<file path="src/rtl/ig_pkg.sv">
// Shared types of the lookahead issue gate.
package ig_pkg;
    // Credit state of one thread as seen by the arbiter.
    typedef enum logic [1:0] {
        CTX_OPEN    = 2'd0,   // no window outstanding
        CTX_WINDOW  = 2'd1,   // window outstanding, credit left
        CTX_BLOCKED = 2'd2    // window outstanding, credit spent
    } ctx_state_e;
endpackage

</file>
<file path="src/rtl/ig_thread_ctx.sv">
// Per-thread issue context. Keeps the sequence counter that tags the
// thread's instructions, plus the current lookahead window: a pending
// flag, the remaining credit and the tag of the instruction that opened
// the window.
// Assumes issue_now is only raised when state is not CTX_BLOCKED.
module ig_thread_ctx
    import ig_pkg::*;
#(
    parameter int LOOK_W = 3,
    parameter int TAG_W  = 5,
    parameter int TID_W  = 3,
    parameter int MY_ID  = 0
) (
    input  logic              clk,
    input  logic              rst_n,
    input  logic              issue_now,
    input  logic [LOOK_W-1:0] look,
    input  logic              cmpl_valid,
    input  logic [TID_W-1:0]  cmpl_tid,
    input  logic [TAG_W-1:0]  cmpl_tag,
    output ctx_state_e        state,
    output logic [TAG_W-1:0]  next_tag
);
    localparam logic [TID_W-1:0] SELF = TID_W'(MY_ID);

    logic              pending;
    logic [LOOK_W-1:0] credit;
    logic [TAG_W-1:0]  anchor;
    logic [TAG_W-1:0]  seq;
    logic              hit;

    // Completion matches the window-opening instruction of this thread.
    assign hit = cmpl_valid && (cmpl_tid == SELF) && pending && (cmpl_tag == anchor);

    // Report the credit state to the arbiter.
    always_comb begin
        if (!pending)
            state = CTX_OPEN;
        else if (credit != '0)
            state = CTX_WINDOW;
        else
            state = CTX_BLOCKED;
    end

    assign next_tag = seq;

    // Advance the tag sequence on every issue.
    always_ff @(posedge clk) begin
        if (!rst_n)
            seq <= '0;
        else if (issue_now)
            seq <= seq + 1'b1;
    end

    // Open, consume or close the lookahead window.
    always_ff @(posedge clk) begin
        if (!rst_n) begin
            pending <= 1'b0;
            credit  <= '0;
            anchor  <= '0;
        end else if (hit) begin
            pending <= 1'b0;
            credit  <= '0;
        end else if (issue_now) begin
            if (!pending) begin
                pending <= 1'b1;
                credit  <= look;
                anchor  <= seq;
            end else begin
                credit  <= credit - 1'b1;
            end
        end
    end
endmodule

</file>
<file path="src/rtl/ig_rr_pick.sv">
// Rotating-priority picker. Grants the first requester at or after
// the pointer; the pointer then moves to one past the winner.
// Assumes N >= 2.
module ig_rr_pick #(
    parameter int N  = 8,
    parameter int IW = $clog2(N)
) (
    input  logic          clk,
    input  logic          rst_n,
    input  logic [N-1:0]  req,
    output logic          pick_valid,
    output logic [IW-1:0] pick_idx
);
    logic [IW-1:0] ptr;
    int            s;

    // Scan from the pointer; the smallest offset wins.
    always_comb begin
        pick_valid = 1'b0;
        pick_idx   = '0;
        s          = 0;
        for (int k = N - 1; k >= 0; k--) begin
            s = int'(ptr) + k;
            if (s >= N) s = s - N;
            if (req[s[IW-1:0]]) begin
                pick_valid = 1'b1;
                pick_idx   = s[IW-1:0];
            end
        end
    end

    // Move the pointer past the last winner.
    always_ff @(posedge clk) begin
        if (!rst_n)
            ptr <= '0;
        else if (pick_valid)
            ptr <= (pick_idx == IW'(N - 1)) ? '0 : pick_idx + 1'b1;
    end
endmodule

</file>
<file path="src/rtl/issue_gate.sv">
// Lookahead-driven issue gate. Every cycle it grants at most one
// thread the right to issue. A thread is eligible when it is active,
// has an instruction ready and is not blocked on its window-opening
// instruction. The returned tag identifies the instruction in later
// completion events.
// Assumes completions are presented one per cycle with the tag handed
// out at issue.
module issue_gate
    import ig_pkg::*;
#(
    parameter  int NUM_THR = 8,
    parameter  int LOOK_W  = 3,
    parameter  int TAG_W   = 5,
    localparam int TID_W   = $clog2(NUM_THR)
) (
    input  logic                      clk,
    input  logic                      rst_n,
    input  logic [NUM_THR-1:0]        thr_active,
    input  logic [NUM_THR-1:0]        instr_avail,
    input  logic [NUM_THR*LOOK_W-1:0] instr_look,
    input  logic                      cmpl_valid,
    input  logic [TID_W-1:0]          cmpl_tid,
    input  logic [TAG_W-1:0]          cmpl_tag,
    output logic                      issue_valid,
    output logic [TID_W-1:0]          issue_tid,
    output logic [TAG_W-1:0]          issue_tag
);
    logic [NUM_THR-1:0] elig_vec;
    logic [NUM_THR-1:0] blocked_vec;
    logic [NUM_THR-1:0] grant_vec;
    logic [TAG_W-1:0]   tag_arr [NUM_THR];
    ctx_state_e         st_arr  [NUM_THR];

    for (genvar g = 0; g < NUM_THR; g++) begin : g_thr
        ig_thread_ctx #(
            .LOOK_W (LOOK_W),
            .TAG_W  (TAG_W),
            .TID_W  (TID_W),
            .MY_ID  (g)
        ) u_ctx (
            .clk        (clk),
            .rst_n      (rst_n),
            .issue_now  (grant_vec[g]),
            .look       (instr_look[g*LOOK_W +: LOOK_W]),
            .cmpl_valid (cmpl_valid),
            .cmpl_tid   (cmpl_tid),
            .cmpl_tag   (cmpl_tag),
            .state      (st_arr[g]),
            .next_tag   (tag_arr[g])
        );
        // Per-thread eligibility and one-hot grant decode.
        assign blocked_vec[g] = (st_arr[g] == CTX_BLOCKED);
        assign elig_vec[g]    = thr_active[g] & instr_avail[g] & ~blocked_vec[g];
        assign grant_vec[g]   = issue_valid && (issue_tid == TID_W'(g));
    end

    ig_rr_pick #(
        .N  (NUM_THR),
        .IW (TID_W)
    ) u_pick (
        .clk        (clk),
        .rst_n      (rst_n),
        .req        (elig_vec),
        .pick_valid (issue_valid),
        .pick_idx   (issue_tid)
    );

    // Hand out the granted thread's sequence tag.
    assign issue_tag = issue_valid ? tag_arr[issue_tid] : '0;
endmodule

</file>
<file path="config.mk">
export PLATFORM = sky130hd
export DESIGN_NAME = issue_gate
export DESIGN_NICKNAME = d
export VERILOG_FILES = /design/src/rtl/ig_pkg.sv /design/src/rtl/ig_thread_ctx.sv /design/src/rtl/ig_rr_pick.sv /design/src/rtl/issue_gate.sv
export SDC_FILE = /design/constraint.sdc
export NUM_CORES = 1
export LEC_CHECK = 0
export BUFFER_PORTS_ARGS = -buffer_cell sky130_fd_sc_hd__buf_2
export CAP_MARGIN = 15
export CORE_UTILIZATION = 55
export DETAILED_ROUTE_END_ITERATION = 12
export GPL_ROUTABILITY_DRIVEN = 0
export PLACE_DENSITY = 0.74
export SETUP_SLACK_MARGIN = 0.4
export SLEW_MARGIN = 20
export SYNTH_ARGS = -nofsm -noshare
export SYNTH_HDL_FRONTEND = slang
export SYNTH_SLANG_ARGS = --single-unit
</file>
<file path="constraint.sdc">
create_clock -name clk -period 8.5 [get_ports clk]
set_input_delay 1.275 -clock clk [delete_from_list [all_inputs] [get_ports clk]]
set_output_delay 1.275 -clock clk [all_outputs]
set_load 0.005 [all_outputs]
</file>
### Word-level counts from Yosys, hierarchy flattened

Index checks and enable logic that the tools add are counted.

| storage, ports and cells | value |
|---|---|
| flip-flop bits (word level) | 115 |
| bits in latches | 0 |
| memory bits (writable) | 0 |
| ROM bits | 0 |
| input port bits | 51 |
| memories | 0 |

| operators by class | value |
|---|---|
| add/subtract/negate cells | 32 |
| multipliers | 0 |
| div/mod/pow operators | 0 |
| magnitude comparators | 17 |
| eq/ne operators | 30 |
| shift-type cells | 0 |
| multiplexer cells | 69 |
| bitwise logic cells | 42 |
| reduce and logical (&&, ||, !) cells | 58 |

Operator list:

| kind | number |
|---|---|
| 2-to-1 mux 3 bit | 25 |
| subtractor 3 x 1 -> 3 bit, second input constant | 16 |
| adder 5 x 1 -> 5 bit, second input constant | 8 |
| == test 5 bit | 8 |
| >= comparator 4 bit, second input constant | 8 |
| logical AND 1 bit | 32 |
| less-than comparator 3 x 4 -> 1 bit, second input constant | 8 |
| 2-to-1 mux 2 bit | 16 |
| inverter 1 bit | 25 |
| binary-select mux 1 bit (select 3 bit) | 8 |
| == test 3 bit, second input constant | 8 |
| AND reduction 3 bit | 8 |
| nonzero test 3 bit | 8 |
| adder 3 x 3 -> 4 bit, second input constant | 4 |
| bitwise AND 1 bit | 16 |
| == test 2 bit, second input constant | 8 |
| 2-to-1 mux 1 bit | 16 |
| OR reduction 2 bit | 8 |
| binary-select mux 5 bit (select 3 bit) | 1 |
| 2-to-1 mux 5 bit | 3 |
| == test 3 x 2 -> 1 bit, second input constant | 4 |
| adder 3 x 2 -> 4 bit, second input constant | 2 |
| == test 3 x 1 -> 1 bit, second input constant | 2 |
| zero test 3 bit | 2 |
| other kinds (4) | 4 |

### Depth between registers and ports, before layout

| depth | value |
|---|---|
| depth in word-level cells | 21 |
| gate-level depth with buffers | 22 |

### Modules after synthesis

A second synthesis with hierarchy kept.

| second synthesis, totals | value |
|---|---|
| cell total of the unflattened synthesis | 818 |
| area, all modules | 7,581.0 um^2 |

By module, submodules not included:

| module | instances | cells an instance | area an instance (um^2) | seq. area each (um^2) |
|---|---|---|---|---|
| ig_thread_ctx (g_thr[5].u_ctx ...) | 2 | 74 | 734.5 | 280.3 |
| ig_thread_ctx (g_thr[1].u_ctx ...) | 2 | 73 | 705.7 | 280.3 |
| ig_rr_pick | 1 | 156 | 1,327.5 | 60.1 |
| ig_thread_ctx (g_thr[0].u_ctx) | 1 | 74 | 732.0 | 280.3 |
| ig_thread_ctx (g_thr[3].u_ctx) | 1 | 74 | 714.4 | 280.3 |
| ig_thread_ctx (g_thr[7].u_ctx) | 1 | 74 | 711.9 | 280.3 |
| ig_thread_ctx (g_thr[4].u_ctx) | 1 | 74 | 701.9 | 280.3 |
| issue_gate | 1 | 72 | 513.0 | 0.0 |

### Least setup slack after synthesis

No wires, ideal clock.

| path | value |
|---|---|
| path kind | reg2out |
| start | register u_pick.ptr[0] |
| end | output port issue_tag[0] |
| arrival | 4.150 ns |
| data required time | 7.225 ns |
| setup slack | 3.075 ns |
| cell stages (with the launch flop) | 14 |
| buffers on the path | 4 |
| cell sequence | dfxtp_1 -> clkbuf_1 -> inv_1 -> clkbuf_1 -> ha_1 -> clkbuf_1 -> mux2_2 -> mux4_2 -> o31a_1 -> o41a_4 -> nor2_4 -> buf_4 -> mux2i_1 -> a211o_1 |

| between the ends | value |
|---|---|
| longest elaborated chain between the ends | 18 |
| elaborated cells on any way between the ends | 68 |
| those cells by class | add/sub: 15; order compare: 8; mux: 44; bitwise: 1 |

RTL lines:

| item | RTL line | RTL |
|---|---|---|
| start, declared | ig_rr_pick.sv:14 | `logic [IW-1:0] ptr;` |
| start signal, assigned | ig_rr_pick.sv:37 | `ptr <= (pick_idx == IW'(N - 1)) ? '0 : pick_idx + 1'b1;` |
| adder 3 x 3 -> 4 bit | ig_rr_pick.sv:23 | `s = int'(ptr) + k;` |
| >= comparator 4 bit or subtractor 3 x 1 -> 3 bit (tied branches) | ig_rr_pick.sv:24 | `if (s >= N) s = s - N;` |
| 2-to-1 mux 3 bit | ig_rr_pick.sv:24 |  |
| binary-select mux 1 bit (select 3 bit) | ig_rr_pick.sv:25 | `if (req[s[IW-1:0]]) begin` |
| 2-to-1 mux 1 bit (implied by the code) | ig_rr_pick.sv:25 |  |
| 2-to-1 mux 3 bit (7 in series) | ig_rr_pick.sv:25 |  |
| 2-to-1 mux 3 bit * | ig_rr_pick.sv:25 |  |
| via issue_tid[1] | issue_gate.sv:25 | `output logic [TID_W-1:0] issue_tid,` |
| inverter 3 -> 4 bit (implied by the code) * | issue_gate.sv:69 | `assign issue_tag = issue_valid ? tag_arr[issue_tid] : '0;` |
| binary-select mux 5 bit (select 3 bit) * | issue_gate.sv:69 |  |
| 2-to-1 mux 5 bit (implied by the code) * (2 in series) | issue_gate.sv:69 |  |
| 2-to-1 mux 5 bit * | issue_gate.sv:69 |  |
| end, declared | issue_gate.sv:26 | `output logic [TAG_W-1:0] issue_tag` |

The timed path passes the listed nets; every way through them passes the cells marked *. The select of a mux whose other input is x is not followed.

### Final worst setup path

| path | value |
|---|---|
| start | register u_pick.ptr[1] |
| end | output port issue_tag[2] |

| between the ends | value |
|---|---|
| longest elaborated chain between the ends | 18 |
| elaborated cells on any way between the ends | 68 |
| those cells by class | add/sub: 15; order compare: 8; mux: 44; bitwise: 1 |

RTL lines:

| item | RTL line |
|---|---|
| adder 3 x 3 -> 4 bit | ig_rr_pick.sv:23 |
| >= comparator 4 bit or subtractor 3 x 1 -> 3 bit (tied branches) | ig_rr_pick.sv:24 |
| 2-to-1 mux 3 bit | ig_rr_pick.sv:24 |
| binary-select mux 1 bit (select 3 bit) | ig_rr_pick.sv:25 |
| 2-to-1 mux 1 bit (implied by the code) | ig_rr_pick.sv:25 |
| 2-to-1 mux 3 bit (8 in series) | ig_rr_pick.sv:25 |
| inverter 3 -> 4 bit (implied by the code) | issue_gate.sv:69 |
| binary-select mux 5 bit (select 3 bit) | issue_gate.sv:69 |
| 2-to-1 mux 5 bit (implied by the code) (2 in series) | issue_gate.sv:69 |
| 2-to-1 mux 5 bit * | issue_gate.sv:69 |

Every way passes the cells marked *; elsewhere a longest branch is shown, timed or not. The select of a mux whose other input is x is not followed.

==> flow_summary.toml <==
[outcome]
run_status = "finished clean"

[clock_tree]
clk_path_buf_depth = 2
clock_tree.htree_level_count = 4
post_cts_hold_buffer_count = 0
tritoncts = "built"
clock-sinks = 115
cts-resized-gates = 0
cts_root_buf = "clkbuf_16"
clkSlewWorstSetupHoldPaths_ns = 0.05
clk_latency_ns = 0.42
post-cts-setup-buffers = 0
cts-buffers-inserted = 17

[synth]
synth.yosys.warnings = 0
yosys.cell_types.count = 71
dominantRegCellSynth = "dfxtp_1"
edff_count_synth = 0
synth_async_sr_flop_share = 0
ys_ff_latch = 115
yosysSeqAreaShare = 0.295
synthCells = 922
mean_instance_size_in_the_synthesized_netlist_sq_um = 8.47
net_count_synth = 1000
synthesized_area_sq_mm = 0.00781

[layout]
area_growth_syn_to_layout_pct = 11.2
stdcell_area_sq_mm = 0.00868
fin_nets = 1018
most_frequent_cells_in_the_layout = "115 x dfxtp_1, 114 x nand2_1, 87 x mux2i_1"
final_layout_size_suffix_gt1_frac = 0.146
most_common_library_cell_in_the_layout_ignoring_fill_and_taps = "dfxtp_1"
antenna_cells = 0
finalCoreUtilization = 0.626

[timing]
timing.clock.skew_ns = 0.00895
timing_hold_violations_final = 0
timing.final.max_slew_violations = 0
timing.slew.headroom = 0.295
rsz0062_at_grt = "no"
postLayoutSetupSlackWorst_ns = 1.70
timing.final.crit_share = 0.800
hold_ws_ns = 0.450
max_freq_mhz = 147
setup-violations-final = 0
worstMarginPinSlew_ns = 1.06
layout_min_cycle_time_ns = 6.80
final.setup.tns_ns = 0

[critical_path]
timing.critical_path.max_delay_family = "compound AO/OA/AOI/OAI gates"
path_max_fanout = 20
critPathKind = "register to primary output"
path_buf_inv = 3
cpMostUsedCell = "mux2i_1"
cp_slowest_stage_delay_ns = 0.79
crit_path_end_kind = "primary output"
crit_path_start_kind = "register"
path_cells = "inv_1 > ha_1 > o32ai_1 > mux4_2 > o41ai_1 > nand3b_1 > a221oi_4 > buf_4 > mux2i_1 > mux2i_1 > a211o_1 > buf_2"
arrival_ns = 5.52
critPathSlowestCell = "dfxtp_1"
worst_ep_required_time_ns = 7.22

[drt]
antenna_nets_post_route = 0
drt_pre_antenna_iters = 5
remaining_drc_errors = 0
post_drt_wl_per_cell_um = 19.2
via_per_inst = 6.39
number_of_drc_markers_in_iteration_0 = 775
drt_wl_total_um = 21700
via_count = 7218

[power]
internal_power_mw = 1.75
p_sw_mw = 1.71
share_of_total_power_in_sequential_cells = 0.201
clock_power_share = 0.197
switching_share = 0.495
comb_power_share = 0.602
ir_worst_vdd_uv = 327
static-leakage-power_nw = 3.19
power.density_mw_per_mm2 = 399

[placed_design]
post-place-ws_ns = 2.12
place.detailed.hpwl_um = 14600
dpl_cell_area_sq_mm = 0.00812
io_buffer_count = 59

[global_route]
gr-total-overflow = 0
via_count_of_the_first_global_routing_pass = 6508
antenna_violations_before_repair = 0
grt_first_pass_wirelength_um = 34000
track_usage = 0.303
grt_max_degree = 90

[floorplan]
placeableCoreArea_sq_mm = 0.0139
floorplan.initialDensity = 0.562
dieHeight_um = 121
floorplan.die.width_um = 121
die_area_sq_mm = 0.0147
ios = 60
placementRows = 43

[worst_hold_path]
holdCritPathClass = "register to register"

[job]
max_cap_violations = 0
## path summary, 6_finish.rpt
kind,startpoint,end,slack [ns],depth (start not counted)
hold / removal,g_thr[0].u_ctx.credit[0]$_SDFFE_PP0P_,g_thr[0].u_ctx.credit[0]$_SDFFE_PP0P_,0.45,1
setup reg to reg,u_pick.ptr[1]$_SDFFE_PN0P_,g_thr[7].u_ctx.anchor[0]$_SDFFE_PN0P_,1.96,14
setup / recovery,u_pick.ptr[1]$_SDFFE_PN0P_,issue_tag[2],1.70,12
hold reg to reg,g_thr[0].u_ctx.credit[0]$_SDFFE_PP0P_,g_thr[0].u_ctx.credit[0]$_SDFFE_PP0P_,0.45,1
## kinds of logic (layout without fill, tap and decap cells)
kind of cell | Yosys count | in the layout | share of synthesized area
DFF | 115 | 115 | 0.295
and+or+nand+nor | 334 | 334 | 0.226
xor gates and xnor gates | 47 | 47 | 0.0527
adders and majority gates | 27 | 27 | 0.0433
buffers and inverters | 105 | 133 | 0.0562
muxes | 105 | 105 | 0.153
AOI/OAI and AO/OA | 189 | 189 | 0.173
## metrics by stage
| stage | power, mW | cells |
|---|---|---|
| floorplan | 2.32 | 922 |
| global placement | 2.70 | 1100 |
| detailed placement | 2.73 | 1101 |
| finish | 3.47 | 1130 |
| CTS | 3.43 | 1130 |
| global route | 3.66 | 1130 |
## per-layer routing
metal  wire, um  vias up  global-route usage  part of all wire
met5          0        -                   0                 0
met4        629        0               0.126             0.029
met3       1910       57              0.0893             0.088
met2       9670      346               0.459              0.45
met1       9440     3385               0.400              0.44
li1           -     3430                   -                 -
## state kept, by name, summed over array words and instances (netlist names)
signal and flops:
g_thr.u_ctx.pending 8, g_thr.u_ctx.next_tag 40, g_thr.u_ctx.credit 24, g_thr.u_ctx.anchor 40, u_pick.ptr 3
## worst register-to-register path: stages, from the launching register on
cell and delay, ns:
dfxtp_1 0.79, inv_1 0.41, ha_1 0.79, mux4_2 0.61
a211oi_1 0.61, nand3b_1 0.24, a221oi_4 0.15, inv_2 0.32
nand3_2 0.32, inv_1 0.36, ha_1 0.28, nor2b_1 0.85
nand2b_1 0.39, mux2i_1 0.25, nor2_1 0.05
## cell type report
class / count / area [sq um]
timing repair buffer: 71 / 385
clock buffer: 25 / 515
fill: 1187 / 5200
sequential: 115 / 2300
clock inverter: 4 / 47.5
tap: 180 / 225
inverter: 33 / 124
multi-input combinational: 702 / 5080
## power groups by stage
| stage | clock network (mW) | logic, mW | registers [mW] |
|---|---|---|---|
| 2_1_floorplan | 0 | 1.67 | 0.652 |
| 3_3_place_gp | 0 | 2.00 | 0.702 |
| 3_5_place_dp | 0 | 2.03 | 0.703 |
| 4_1_cts | 0.691 | 2.05 | 0.692 |
| 5_1_grt | 0.711 | 2.25 | 0.705 |
| 6_report | 0.684 | 2.09 | 0.695 |
## cells in the mapped netlist (all sizes together) (4+ instances only)
cell type / count / area (sq um)
dfxtp: 115 / 2300
nor3: 25 / 173
nor2: 38 / 150
nand3b: 11 / 82.6
and3b: 9 / 78.8
a31oi: 15 / 93.8
or4: 17 / 128
or2: 5 / 33.8
mux4: 11 / 248
nand2: 114 / 428
o41ai: 8 / 88.8
a2111oi: 8 / 70.1
o21ai: 31 / 166
nand2b: 16 / 100
a211oi: 7 / 52.6
buf: 27 / 146
clkbuf: 45 / 169
o2111ai: 6 / 52.6
inv: 32 / 120
o31ai: 15 / 118
or3: 6 / 37.5
o32ai: 7 / 61.3
xnor2: 27 / 236
a21oi: 44 / 220
nand4: 8 / 50.1
nor4: 5 / 46.3
nor2b: 12 / 75.1
xor2: 20 / 175
nor4b: 5 / 43.8
nand3: 54 / 280
mux2: 7 / 78.8
and3: 5 / 31.3
ha: 27 / 338
o22ai: 5 / 31.3
o31a: 4 / 35.0
mux2i: 87 / 871
a211o: 5 / 43.8
o211ai: 4 / 30.0
a311oi: 8 / 70.1
(Power assumes the default switching activity.)
